==> src/rtl/dp8_pkg.sv <==
package dp8_pkg;
  localparam int NREG  = 4;
  localparam int SEL_W = 2;

  typedef enum logic [2:0] {
    OP_PASS = 3'd0,
    OP_INC  = 3'd1,
    OP_DEC  = 3'd2,
    OP_ADD  = 3'd3,
    OP_SUB  = 3'd4,
    OP_AND  = 3'd5,
    OP_OR   = 3'd6,
    OP_XOR  = 3'd7
  } alu_op_e;

  typedef enum logic [1:0] {
    SH_NONE  = 2'd0,
    SH_LEFT  = 2'd1,
    SH_RIGHT = 2'd2,
    SH_SWAP  = 2'd3
  } shift_e;

  typedef enum logic [1:0] {
    DST_OFF0 = 2'd0,
    DST_ACC0 = 2'd1,
    DST_ACC1 = 2'd2,
    DST_OFF3 = 2'd3
  } dest_e;
endpackage

==> src/rtl/dp8_alu.sv <==
module dp8_alu
  import dp8_pkg::*;
#(
  parameter int W = 8
) (
  input  alu_op_e        op,
  input  logic [W-1:0]   a,
  input  logic [W-1:0]   b,
  output logic [W-1:0]   y
);
  localparam logic [W-1:0] ONE = W'(1);

  always_comb begin
    unique case (op)
      OP_PASS: y = a;
      OP_INC:  y = a + ONE;
      OP_DEC:  y = a - ONE;
      OP_ADD:  y = a + b;
      OP_SUB:  y = a - b;
      OP_AND:  y = a & b;
      OP_OR:   y = a | b;
      default: y = a ^ b;
    endcase
  end
endmodule

==> src/rtl/dp8_shift.sv <==
module dp8_shift
  import dp8_pkg::*;
#(
  parameter int W = 8
) (
  input  shift_e         mode,
  input  logic [W-1:0]   din,
  input  logic           sin,
  input  logic           mask_en,
  input  logic [W-1:0]   mask,
  output logic [W-1:0]   dout,
  output logic           sout
);
  localparam int H = W / 2;

  logic [W-1:0] shifted;

  always_comb begin
    unique case (mode)
      SH_LEFT: begin
        shifted = {din[W-2:0], sin};
        sout    = din[W-1];
      end
      SH_RIGHT: begin
        shifted = {sin, din[W-1:1]};
        sout    = din[0];
      end
      SH_SWAP: begin
        shifted = {din[H-1:0], din[W-1:H]};
        sout    = 1'b0;
      end
      default: begin
        shifted = din;
        sout    = 1'b0;
      end
    endcase
    dout = mask_en ? (shifted | mask) : shifted;
  end
endmodule

==> src/rtl/dp8_cmp.sv <==
module dp8_cmp #(
  parameter int W = 8
) (
  input  logic [W-1:0] a,
  input  logic [W-1:0] b,
  input  logic [W-1:0] m,
  output logic         eq,
  output logic         lt
);
  logic [W-1:0] am, bm;

  always_comb begin
    am = a & m;
    bm = b & m;
    eq = (am == bm);
    lt = (am < bm);
  end
endmodule

==> src/rtl/dp8_core.sv <==
module dp8_core
  import dp8_pkg::*;
#(
  parameter int W    = 8,
  parameter int NCMP = 2
) (
  input  logic                  clk,
  input  logic                  rst,
  input  logic                  op_valid,
  input  logic [2:0]            op_code,
  input  logic [SEL_W-1:0]      op_srca,
  input  logic [SEL_W-1:0]      op_srcb,
  input  logic [1:0]            op_shift,
  input  logic                  op_mask_en,
  input  logic [1:0]            op_dest,
  input  logic [W-1:0]          or_mask,
  input  logic                  shift_in,
  input  logic                  ld0_en,
  input  logic [W-1:0]          ld0_val,
  input  logic                  ld1_en,
  input  logic [W-1:0]          ld1_val,
  input  logic [SEL_W*NCMP-1:0] cmp_asel,
  input  logic [SEL_W*NCMP-1:0] cmp_bsel,
  input  logic [W*NCMP-1:0]     cmp_mask,
  output logic [W-1:0]          acc0_q,
  output logic [W-1:0]          acc1_q,
  output logic [W-1:0]          dreg0_q,
  output logic [W-1:0]          dreg1_q,
  output logic                  shift_out,
  output logic [NCMP-1:0]       cmp_eq,
  output logic [NCMP-1:0]       cmp_lt,
  output logic                  acc0_zero,
  output logic                  acc1_zero,
  output logic                  acc0_ones,
  output logic                  acc1_ones
);
  localparam logic [W-1:0] ALL1 = '1;

  // Register file view used by every operand selector
  logic [W-1:0] regs_v [NREG];

  always_comb begin
    regs_v[0] = acc0_q;
    regs_v[1] = acc1_q;
    regs_v[2] = dreg0_q;
    regs_v[3] = dreg1_q;
  end

  logic [W-1:0] opa, opb, alu_y, fin;
  logic         sout_c;

  assign opa = regs_v[op_srca];
  assign opb = regs_v[op_srcb];

  dp8_alu #(.W(W)) u_alu (
    .op (alu_op_e'(op_code)),
    .a  (opa),
    .b  (opb),
    .y  (alu_y)
  );

  dp8_shift #(.W(W)) u_shift (
    .mode    (shift_e'(op_shift)),
    .din     (alu_y),
    .sin     (shift_in),
    .mask_en (op_mask_en),
    .mask    (or_mask),
    .dout    (fin),
    .sout    (sout_c)
  );

  // Comparators: combinational compare, registered below
  logic [NCMP-1:0] eq_c, lt_c;

  for (genvar gi = 0; gi < NCMP; gi++) begin : g_cmp
    dp8_cmp #(.W(W)) u_cmp (
      .a  (regs_v[cmp_asel[SEL_W*gi +: SEL_W]]),
      .b  (regs_v[cmp_bsel[SEL_W*gi +: SEL_W]]),
      .m  (cmp_mask[W*gi +: W]),
      .eq (eq_c[gi]),
      .lt (lt_c[gi])
    );
  end

  // Next accumulator values
  logic [W-1:0] acc0_nx, acc1_nx;
  logic         wr0, wr1;

  always_comb begin
    wr0 = op_valid && (dest_e'(op_dest) == DST_ACC0);
    wr1 = op_valid && (dest_e'(op_dest) == DST_ACC1);
    acc0_nx = wr0 ? fin : acc0_q;
    acc1_nx = wr1 ? fin : acc1_q;
  end

  always_ff @(posedge clk) begin
    if (rst) begin
      acc0_q    <= '0;
      acc1_q    <= '0;
      dreg0_q   <= '0;
      dreg1_q   <= '0;
      shift_out <= 1'b0;
      cmp_eq    <= '0;
      cmp_lt    <= '0;
      acc0_zero <= 1'b0;
      acc1_zero <= 1'b0;
      acc0_ones <= 1'b0;
      acc1_ones <= 1'b0;
    end else begin
      acc0_q    <= acc0_nx;
      acc1_q    <= acc1_nx;
      if (ld0_en) dreg0_q <= ld0_val;
      if (ld1_en) dreg1_q <= ld1_val;
      if (op_valid) shift_out <= sout_c;
      cmp_eq    <= eq_c;
      cmp_lt    <= lt_c;
      acc0_zero <= (acc0_nx == '0);
      acc1_zero <= (acc1_nx == '0);
      acc0_ones <= (acc0_nx == ALL1);
      acc1_ones <= (acc1_nx == ALL1);
    end
  end
endmodule

==> config.mk <==
export PLATFORM = sky130hd
export DESIGN_NAME = dp8_core
export DESIGN_NICKNAME = d
export VERILOG_FILES = /design/src/rtl/dp8_pkg.sv /design/src/rtl/dp8_alu.sv /design/src/rtl/dp8_shift.sv /design/src/rtl/dp8_cmp.sv /design/src/rtl/dp8_core.sv
export SDC_FILE = /design/constraint.sdc
export NUM_CORES = 1
export LEC_CHECK = 0
export ABC_CLOCK_PERIOD_IN_PS = 12800
export BUFFER_PORTS_ARGS = -buffer_cell sky130_fd_sc_hd__buf_4
export CAP_MARGIN = 10
export CORE_AREA = 2 2 86 108
export CTS_CLUSTER_DIAMETER = 200
export CTS_CLUSTER_SIZE = 30
export DETAILED_ROUTE_END_ITERATION = 12
export DIE_AREA = 0 0 88 110
export GPL_TIMING_DRIVEN = 0
export PLACE_DENSITY = 0.84
export SETUP_SLACK_MARGIN = 0.15
export SYNTH_ARGS = -nofsm -noshare
export SYNTH_HDL_FRONTEND = slang
export SYNTH_SLANG_ARGS = --single-unit
==> constraint.sdc <==
create_clock -name clk -period 12.8 [get_ports clk]
set_input_delay 0.64 -clock clk [delete_from_list [all_inputs] [get_ports clk]]
set_output_delay 0.64 -clock clk [all_outputs]
set_load 0.05 [all_outputs]
==> run metrics <==
slowest stage delay, CP=0.66 ns; Avg WL per Cell=~21 um; max-slew violation count=0; Syn Area/Cell=between 9 and 10 sq um; worst-margin pin slew=0.8320 ns; Clk Latency, worst-skew pair=~0.30 ns; Max transition margin=0.4433; 1st-iter DRT viols=about 400; total of warnings raised by yosys=0; CTS tree=built; skew final=approximately 0.0075 ns; Worst Reg2Reg Path Length in Cells=14; WHS Endpoint=shift_out$_SDFFE_PP0P_; Yosys reg bits=41; H-Tree Level Count=2; first-pass GRT wire length=approximately 24,000 um; Antenna Nets Post-Route=0; layout cell share with drive strength beyond 1=0.2695; PwrDens=81.14 mW/mm^2; Static Leak=roughly 0.0025 uW; CP Buf/Inv Count=2; Die ar.=just under 0.01 sq mm; final hold vios=0; fin nets=approximately 750; Worst VDD drop=roughly 110 uV; internal power=276.1 uW; required time of the critical path=~13 ns; period utilization=0.3713; R2R setup slack=around 8 ns; Main synth FF type=dfxtp_1; WS Path Type=in -> reg; DR DRC count=0; Synth area leader=mux4_2; Final Core Density=0.6858; nature of the critical path endpoint=register; Initial Util=0.5776; cells after synthesis=about 540; WL final=15,900 um; Ports=approximately 110; achievable clock frequency=between 0.2 and 0.25 GHz; post_cts resized=0; vias=5,070; Placement Cell Area=about 0.0058 sq mm; die width=~88 um; buffer depth of the longest clock path=2; Core Area=about 0.0086 sq mm; Total GRT Usage=0.3296; CTS Buf Count=5; startpoint types=input pin; setup TNS=0 ns; Setup-failing EPs final=0; share of power burned in combinational logic=0.480; most common cell after layout, fill and taps aside=buf_4; area delta synth->final=18.73%; Sw Pwr=202.8 uW; detailed placement HPWL=12,310 um; Synth area leaders=mux4_2 (19%), dfxtp_1 (17%), ha_1 (11%), nand2_1 (4.2%), nor2_1 (4.1%); asr flop ratio synth=0; Synth top area share=0.1903; Via-to-Cell Ratio=around 6.7; hold_sp=shift_out$_SDFFE_PP0P_; mapped cell area=slightly below 0.005 sq mm; switch share=0.4235; grt total ovfl=0; slack of the critical path=slightly above 8 ns; final RePlAce weighted congestion=roughly 0.97; # hold bufs at CTS=0; RSZ-0062 raised after global routing=false; worst path cell trace=buf_6, mux4_1, inv_1, ha_1, xnor2_1, o22ai_1, ha_1, nor2b_1, o31a_1, o21a_1, o21a_1, o31ai_1, a221oi_1, o31a_1, nor4_2; Cell Rows=38; number of diodes=0; CTS sink count=between 40 and 50; CP startpoint=op_srcb[0]; Syn Nets=between 600 and 700; CTS Root Cell=clkbuf_8; Clk pin slew, worst setup/hold paths=about 0.09 ns; reg-to-reg endpoint=acc0_ones$_SDFF_PP0_; CP max FO=8; final instance area=around 0.0059 sq mm; critical path arrival=around 5.0 ns; hold path depth=2; IO buf count=91; post-synthesis sequential area ratio=0.1651; vias in the first global route=slightly below 5,000; Place WS=between 7 and 8 ns; Yosys cell types=67; largest net degree at the start of global routing=17; outcome=finished clean; commonest non-fill, non-tap cells in the layout=buf_4 (95), nand2_1 (56), nor2_1 (54); number of max-cap violations=0; Top delay family on crit path=compound AO/OA/AOI/OAI gates; initial antenna violation count=0; min cycle time layout=between 4 and 5 ns; postcts setup bufs=0; Post-synth EDFFs=0; Reg power frac=0.321; Die Ht=110 um; slowest CP cell=mux4_1; number of iterations in the first detailed-routing pass=5; HP Class=reg -> reg; reg2reg start=acc1_q[0]$_SDFF_PP0_; clock network fraction of total power=0.199
==> how the worst max path moves through the flow <==
| stage | endpoint | slack [ns] | cells after the start |
|---|---|---|---|
| final | acc0_ones$_SDFF_PP0_ | 8.05 | 15 |
| after global routing | acc1_zero$_SDFF_PP0_ | 7.86 | 16 |
| after CTS | acc1_zero$_SDFF_PP0_ | 8.08 | 15 |
| after detailed placement | acc1_zero$_SDFF_PP0_ | 7.78 | 15 |
| after global placement | acc1_zero$_SDFF_PP0_ | 7.81 | 15 |
| after floorplan | acc1_zero$_SDFF_PP0_ | 8.19 | 15 |
==> routing by layer <==
layer / part of all wire / vias up / wire length, um / track usage
li1: - / 2259 / - / -
met1: 0.36 / 2375 / 5675 / 0.4090
met2: 0.49 / 367 / 7780 / 0.5628
met3: 0.11 / 69 / 1685 / 0.05361
met4: 0.048 / 0 / 756 / 0.1451
met5: 0 / - / 0 / 0
==> layout make-up <==
cell class | count | area [sq um]
tap | 120 | 150.1
buffer | 35 | 207.7
clock inverter | 3 | 28.78
multi-input combinational | 441 | 3845
fill | 676 | 2704
inverter | 26 | 97.59
sequential | 41 | 820.8
timing repair buffer | 91 | 683.2
clock buffer | 5 | 68.82
==> cells by family after synthesis <==
family,Yosys count,share of synthesized area
compound gates,124,0.1707
xor+xnor,9,0.01586
fa+ha+maj,46,0.1168
buf+inv,61,0.06141
flops,41,0.1651
mux,68,0.2676
simple gates,194,0.2026
==> power by group through the flow <==
| stage | Clock [uW] | Sequential, uW | Combinational, uW |
|---|---|---|---|
| global placement | 0 | 154 | 220 |
| global route | 101 | 154 | 246 |
| finish | 95.4 | 154 | 230 |
| detailed placement | 0 | 155 | 226 |
| CTS | 95.9 | 152 | 227 |
| floorplan | 0 | 179 | 134 |
==> through the flow <==
| stage | hold WS, ns | power (uW) | std cells |
|---|---|---|---|
| finish | 0.5442 | 478.9 | 762 |
| global route | 0.5657 | 501.5 | 762 |
| CTS | 0.5542 | 475.0 | 762 |
| detailed placement | 0.5522 | 380.6 | 754 |
| global placement | 0.5267 | 374.4 | 754 |
| floorplan | 0.7472 | 312.6 | 543 |
==> registers in the layout, summed over array words and instances, names as in the netlist <==
signal / cells
acc0_q: 8
acc1_q: 8
dreg0_q: 8
dreg1_q: 8
cmp_eq: 2
cmp_lt: 2
acc0_ones: 1
acc0_zero: 1
acc1_ones: 1
acc1_zero: 1
shift_out: 1
==> worst min-delay path, delay by kind of cell, from the launching register on <==
kind,cells,cell delay (ns)
flip-flops,1,0.32
multiplexers,1,0.12
AO/OA/AOI/OAI,1,0.06
==> synth_stat cells (all sizes together), types with 2 or more instances <==
cell / number
o21ai: 24
o21a: 10
a31oi: 8
a221o: 5
nor3: 8
nand2: 56
nor4: 4
ha: 44
o211ai: 7
dfxtp: 41
buf: 14
o22ai: 7
a22o: 3
mux2: 2
a211oi: 4
nor2b: 9
nor4b: 4
a21o: 2
nand3: 11
or2: 2
nand3b: 5
nor2: 54
o31ai: 8
a21oi: 24
o31a: 6
mux2i: 17
and2: 19
clkbuf: 20
xnor2: 9
nand4: 6
nand4b: 2
a221oi: 4
or3b: 2
nand2b: 8
mux4: 49
inv: 26
a211o: 2
Power figures use the tool's default switching activity.
